$ cat src/rtl/xbus_strobe_gen.sv
module xbus_strobe_gen #(
  parameter int TICKS      = 12,
  parameter int RST_CYCLES = 2
) (
  input  logic                     clk,
  input  logic                     rst,
  input  logic                     xdata_cyc,
  input  logic                     xcode_exec,
  input  logic                     mov_insn,
  input  logic                     lat_off,
  output logic                     lat_stb,
  output logic                     rd_stb_n,
  output logic [$clog2(TICKS)-1:0] cyc_tick
);
  localparam int TW   = $clog2(TICKS);
  localparam int HOLD = TICKS * RST_CYCLES;
  localparam int HW   = $clog2(HOLD + 1);
  localparam logic [TW-1:0] LAST  = TW'(TICKS - 1);
  localparam logic [TW-1:0] HALF  = TW'(TICKS / 2);
  localparam logic [TW-1:0] W0_LO = TW'(2);
  localparam logic [TW-1:0] W0_HI = TW'(TICKS / 2 - 2);
  localparam logic [TW-1:0] W1_LO = TW'(TICKS / 2 + 2);
  localparam logic [TW-1:0] W1_HI = TW'(TICKS - 2);

  logic [HW-1:0] hold_q;
  logic          rst_act;
  logic          c_xdata, c_exec, c_mov, c_off;
  logic          lat_gate, lat_slot, fetch_win;

  assign rst_act = (hold_q == HW'(HOLD));

  always_ff @(posedge clk) begin
    if (!rst)         hold_q <= '0;
    else if (!rst_act) hold_q <= hold_q + 1'b1;
  end

  always_ff @(posedge clk) begin
    if (rst_act || cyc_tick == LAST) cyc_tick <= '0;
    else                             cyc_tick <= cyc_tick + 1'b1;
  end

  always_ff @(posedge clk) begin
    if (rst_act) begin
      c_xdata <= 1'b0;
      c_exec  <= 1'b0;
      c_mov   <= 1'b0;
      c_off   <= 1'b0;
    end else if (cyc_tick == LAST) begin
      c_xdata <= xdata_cyc;
      c_exec  <= xcode_exec;
      c_mov   <= mov_insn;
      c_off   <= lat_off;
    end
  end

  assign lat_gate  = !c_off || c_exec || c_mov;
  assign lat_slot  = (cyc_tick == '0) || (cyc_tick == HALF && !c_xdata);
  assign fetch_win = (cyc_tick >= W0_LO && cyc_tick <= W0_HI) ||
                     (cyc_tick >= W1_LO && cyc_tick <= W1_HI);

  assign lat_stb  = !rst_act && (lat_gate ? lat_slot : 1'b1);
  assign rd_stb_n = rst_act || !(c_exec && !c_xdata && fetch_win);
endmodule

$ cat config.mk
export PLATFORM = sky130hd
export DESIGN_NAME = xbus_strobe_gen
export DESIGN_NICKNAME = d
export VERILOG_FILES = /design/src/rtl/xbus_strobe_gen.sv
export SDC_FILE = /design/constraint.sdc
export NUM_CORES = 1
export LEC_CHECK = 0
export CAP_MARGIN = 20
export CORE_UTILIZATION = 35
export DETAILED_ROUTE_END_ITERATION = 12
export DONT_BUFFER_PORTS = 1
export GPL_TIMING_DRIVEN = 0
export SETUP_SLACK_MARGIN = 0.02
export SLEW_MARGIN = 20
export SYNTH_ARGS = -nofsm -noshare
export SYNTH_HDL_FRONTEND = slang
export SYNTH_SLANG_ARGS = --single-unit
$ cat constraint.sdc
create_clock -name clk -period 2.9 [get_ports clk]
set_input_delay 0.58 -clock clk [delete_from_list [all_inputs] [get_ports clk]]
set_output_delay 0.58 -clock clk [all_outputs]
set_load 0.02 [all_outputs]
==> flow_summary.html <==
<table>
<tr><th>Metric</th><th>Value</th></tr>
<tr><th colspan="2">Run status</th></tr>
<tr><td>Run status</td><td>completed</td></tr>
<tr><th colspan="2">Timing</th></tr>
<tr><td>Count of endpoints failing setup in the final report</td><td>0</td></tr>
<tr><td>Total count of max-transition violations in the final report</td><td>0</td></tr>
<tr><td>Tightest slew margin relative to the limit</td><td>0.521</td></tr>
<tr><td>Setup repair after global routing missed its margin</td><td>no</td></tr>
<tr><td>Shortest clock period the worst path allows after layout</td><td>2.46 ns</td></tr>
<tr><td>Setup TNS after final layout</td><td>0 ns</td></tr>
<tr><td>Worst setup skew after layout</td><td>0.00515 ns</td></tr>
<tr><td>Hold Vio Cnt, Final</td><td>0</td></tr>
<tr><td>Period utilization</td><td>0.847</td></tr>
<tr><td>Achievable Freq</td><td>407 MHz</td></tr>
<tr><td>Minimum setup slack in the final design</td><td>0.445 ns</td></tr>
<tr><td>Transition time at the pin with the least slew margin</td><td>0.712 ns</td></tr>
<tr><th colspan="2">Critical path</th></tr>
<tr><td>Setup slack, reg-to-reg</td><td>1.38 ns</td></tr>
<tr><td>Instance count on the critical path</td><td>5</td></tr>
<tr><td>Critical path class</td><td>reg -&gt; out</td></tr>
<tr><td>Worst reg2reg path depth</td><td>4</td></tr>
<tr><td>Capture instance of the worst register-to-register path</td><td>c_exec$_SDFFE_PP0P_</td></tr>
<tr><td>Launching point of the worst reg2reg path</td><td>cyc_tick[0]$_SDFF_PP0_</td></tr>
<tr><td>Startpoint kind of the worst setup timing path</td><td>flop</td></tr>
<tr><td>List of cells traversed by the critical path</td><td>inv_1, ha_1, and4b_1, buf_6, o31ai_1</td></tr>
<tr><td>Cell at the slowest stage of the critical path</td><td>sky130_fd_sc_hd__o31ai_1</td></tr>
<tr><td>CP startpoint</td><td>hold_q[0]$_SDFFE_PN0N_</td></tr>
<tr><td>Critical path's largest stage delay</td><td>0.62 ns</td></tr>
<tr><td>Crit path max fanout</td><td>9</td></tr>
<tr><td>Sort of element at the end of the critical path</td><td>primary output</td></tr>
<tr><td>Cell class contributing the biggest share of worst-path delay</td><td>compound AO/OA/AOI/OAI gates</td></tr>
<tr><td>Required time reported for the critical path endpoint</td><td>2.32 ns</td></tr>
<tr><td>WP buf/inv</td><td>2</td></tr>
<tr><td>Worst setup endpoint</td><td>lat_stb</td></tr>
<tr><td>Data arrival, critical path</td><td>1.88 ns</td></tr>
<tr><th colspan="2">Detailed routing</th></tr>
<tr><td>Initial drt markers</td><td>1</td></tr>
<tr><td>Routed WL</td><td>1080 µm</td></tr>
<tr><td>Routed length per instance</td><td>10.9 µm</td></tr>
<tr><td>Remaining antenna violation count</td><td>0</td></tr>
<tr><td>Number of iterations in the first detailed-routing pass</td><td>2</td></tr>
<tr><td>DRC Markers</td><td>0</td></tr>
<tr><td>Routed vias/inst</td><td>4.64</td></tr>
<tr><td>Via Count</td><td>459</td></tr>
<tr><th colspan="2">Synthesis</th></tr>
<tr><td>Largest cells by area after synthesis</td><td>sky130_fd_sc_hd__dfxtp_1, sky130_fd_sc_hd__ha_1, sky130_fd_sc_hd__mux2i_1</td></tr>
<tr><td>Instance count of the mapped netlist</td><td>70</td></tr>
<tr><td>Share of synthesized area occupied by flip-flops and latches</td><td>0.405</td></tr>
<tr><td>Share of async-settable or async-resettable flops after synthesis</td><td>0</td></tr>
<tr><td>Syn Std Cell Area</td><td>642 µm²</td></tr>
<tr><td>Mapped Nets</td><td>81</td></tr>
<tr><td>Most numerous cell types in the synthesized netlist</td><td>sky130_fd_sc_hd__dfxtp_1, sky130_fd_sc_hd__nor2_1, sky130_fd_sc_hd__mux2i_1</td></tr>
<tr><td>Mean Syn Cell Area</td><td>9.17 µm²</td></tr>
<tr><td>Number of enable-type register cells in the synthesized netlist</td><td>0</td></tr>
<tr><td>Count of state elements after synthesis</td><td>13</td></tr>
<tr><td>Count leader, synth</td><td>sky130_fd_sc_hd__dfxtp_1</td></tr>
<tr><td>Post-synth cell types</td><td>24</td></tr>
<tr><td>Synth Flop Type</td><td>sky130_fd_sc_hd__dfxtp_1</td></tr>
<tr><td>Number of warning messages in the yosys log</td><td>0</td></tr>
<tr><td>Yosys top cell area share</td><td>0.405</td></tr>
<tr><td>Synth area leader</td><td>sky130_fd_sc_hd__dfxtp_1</td></tr>
<tr><th colspan="2">Place</th></tr>
<tr><td>RD Place Congestion</td><td>0.653</td></tr>
<tr><td>Dpl hpwl</td><td>797 µm</td></tr>
<tr><td>Count of buffers from port buffering</td><td>0</td></tr>
<tr><td>Worst slack after detailed placement</td><td>0.724 ns</td></tr>
<tr><th colspan="2">Floorplan</th></tr>
<tr><td>Total Die Area</td><td>0.00201 mm²</td></tr>
<tr><td>Cell row count</td><td>15</td></tr>
<tr><td>Horizontal die dimension</td><td>44.8 µm</td></tr>
<tr><td>Die span in y</td><td>44.8 µm</td></tr>
<tr><td>I/O pins</td><td>12</td></tr>
<tr><td>Initial Util</td><td>0.372</td></tr>
<tr><td>Area of the core</td><td>0.00173 mm²</td></tr>
<tr><th colspan="2">Clocking</th></tr>
<tr><td>Clock-pin slew of the registers on the worst-case setup and hold paths</td><td>0.07 ns</td></tr>
<tr><td>CTS tree</td><td>built</td></tr>
<tr><td>Max Root-Sink Buffers</td><td>2</td></tr>
<tr><td>Clock insertion delay at the later pin of the skew report</td><td>0.27 ns</td></tr>
<tr><td>Cell at the root of the clock tree</td><td>sky130_fd_sc_hd__clkbuf_4</td></tr>
<tr><td>Post CTS Setup Buffer Count</td><td>0</td></tr>
<tr><td>Total CTS buffers</td><td>3</td></tr>
<tr><td>PostCTS Resize Cnt</td><td>0</td></tr>
<tr><td>Number of clock sinks</td><td>13</td></tr>
<tr><td>Number of levels the H-tree was split into</td><td>1</td></tr>
<tr><td>Post-cts hold buffer count</td><td>0</td></tr>
<tr><th colspan="2">Cells and area</th></tr>
<tr><td>Layout cells sized above 1</td><td>0.0676</td></tr>
<tr><td>Multi-input gate area in the final layout</td><td>348 µm²</td></tr>
<tr><td>Final Net Count</td><td>86</td></tr>
<tr><td>FF+latch area</td><td>260 µm²</td></tr>
<tr><td>Fill cells</td><td>187</td></tr>
<tr><td>Antenna Diode Count</td><td>0</td></tr>
<tr><td>Area Growth Syn to Fin</td><td>8.97%</td></tr>
<tr><th colspan="2">Global routing</th></tr>
<tr><td>Global-route wire length before repair</td><td>1690 µm</td></tr>
<tr><td>Via count of the first global-routing pass</td><td>417</td></tr>
<tr><td>Antenna violations before repair</td><td>0</td></tr>
<tr><td>Largest net degree at the start of global routing</td><td>10</td></tr>
<tr><td>Leftover overflow at the end of global routing</td><td>0</td></tr>
<tr><td>Global router's overall resource usage</td><td>0.123</td></tr>
<tr><th colspan="2">Hold path</th></tr>
<tr><td>Cell count of the worst hold path</td><td>1</td></tr>
<tr><td>Class of the most critical hold timing path</td><td>in -&gt; reg</td></tr>
<tr><th colspan="2">Power and ir drop</th></tr>
<tr><td>Static leakage power</td><td>0.334 nW</td></tr>
<tr><td>Largest voltage drop on the vdd net</td><td>0.275 mV</td></tr>
<tr><td>Power density over cell area</td><td>456 mW/mm²</td></tr>
<tr><th colspan="2">Run</th></tr>
<tr><td>Max Cap Violations</td><td>0</td></tr>
</table>
[per-stage QoR]
step	power, mW	utilization	cells	hold WS, ns	instance area, µm²
detailed placement	0.213	0.390	95	0.485	673
global placement	0.212	0.390	95	0.478	673
floorplan	0.209	-	70	0.463	642
finish	0.319	0.405	99	0.427	699
global route	0.337	0.405	99	0.414	699
CTS	0.326	0.405	99	0.419	699
[power by group]
part / switching, mW / total [mW] / internal (mW) / leakage [nW]
Combinational: 0.00869 / 0.0175 / 0.00886 / 0.211
Sequential: 0.00558 / 0.191 / 0.185 / 0.108
Clock: 0.0574 / 0.111 / 0.0533 / 0.0150
Total: 0.0717 / 0.319 / 0.247 / 0.334
[flip-flops by register name, summed over array words and instances, names as in the netlist]
name	count
c_exec	1
c_mov	1
c_off	1
c_xdata	1
cyc_tick	4
hold_q	5
[worst reg2reg max path, cell delays in order (launching register included)]
cell	delay (ns)
sky130_fd_sc_hd__dfxtp_1	0.57
sky130_fd_sc_hd__ha_1	0.26
sky130_fd_sc_hd__nand3b_1	0.29
sky130_fd_sc_hd__mux2i_1	0.24
sky130_fd_sc_hd__nor2_1	0.06
[placed cells by master (no fill, tap or decap), types with 3 or more instances in the layout]
cell type                   n
sky130_fd_sc_hd__and3_1     3
sky130_fd_sc_hd__inv_1      4
sky130_fd_sc_hd__nand3_1    4
sky130_fd_sc_hd__clkbuf_1   3
sky130_fd_sc_hd__mux2i_1    6
sky130_fd_sc_hd__nor2_1     9
sky130_fd_sc_hd__ha_1       5
sky130_fd_sc_hd__dfxtp_1   13
sky130_fd_sc_hd__clkbuf_4   3
sky130_fd_sc_hd__nand2_1    5
[cells by family (layout without fill, tap and decap cells)]
family	count (synthesis)	in the layout	share of synthesized area
compound gates	5	5	0.0468
xor+xnor	4	4	0.0546
fa+ha+maj	5	5	0.0975
buf+inv	7	11	0.0526
flops	13	13	0.405
mux	6	6	0.0936
simple gates	30	30	0.250
[metal layers]
| layer | routed length, µm | track usage | part of all wire | vias up |
|---|---|---|---|---|
| li1 | - | - | - | 242 |
| met1 | 522 | 0.136 | 0.48 | 206 |
| met2 | 485 | 0.194 | 0.45 | 11 |
| met3 | 74 | 0.0800 | 0.068 | 0 |
| met4 | 0 | 0.0364 | 0 | 0 |
| met5 | 0 | 0 | 0 | - |
[cell type report]
class	count	share of cell area
multi-input cells	50	0.497
clock buffers	4	0.0376
plain buffers	3	0.0268
well taps	25	0.0447
flip-flops and latches	13	0.372
inverters	4	0.0215
[worst min-delay path by stage]
stage	start	endpoint	slack, ns
floorplan	c_off$_SDFFE_PP0P_	c_off$_SDFFE_PP0P_	0.46
global placement	c_off$_SDFFE_PP0P_	c_off$_SDFFE_PP0P_	0.48
detailed placement	c_off$_SDFFE_PP0P_	c_off$_SDFFE_PP0P_	0.48
CTS	rst	hold_q[4]$_SDFFE_PN0N_	0.42
global route	rst	hold_q[4]$_SDFFE_PN0N_	0.41
finish	rst	hold_q[4]$_SDFFE_PN0N_	0.43
(Power assumes the default switching activity.)
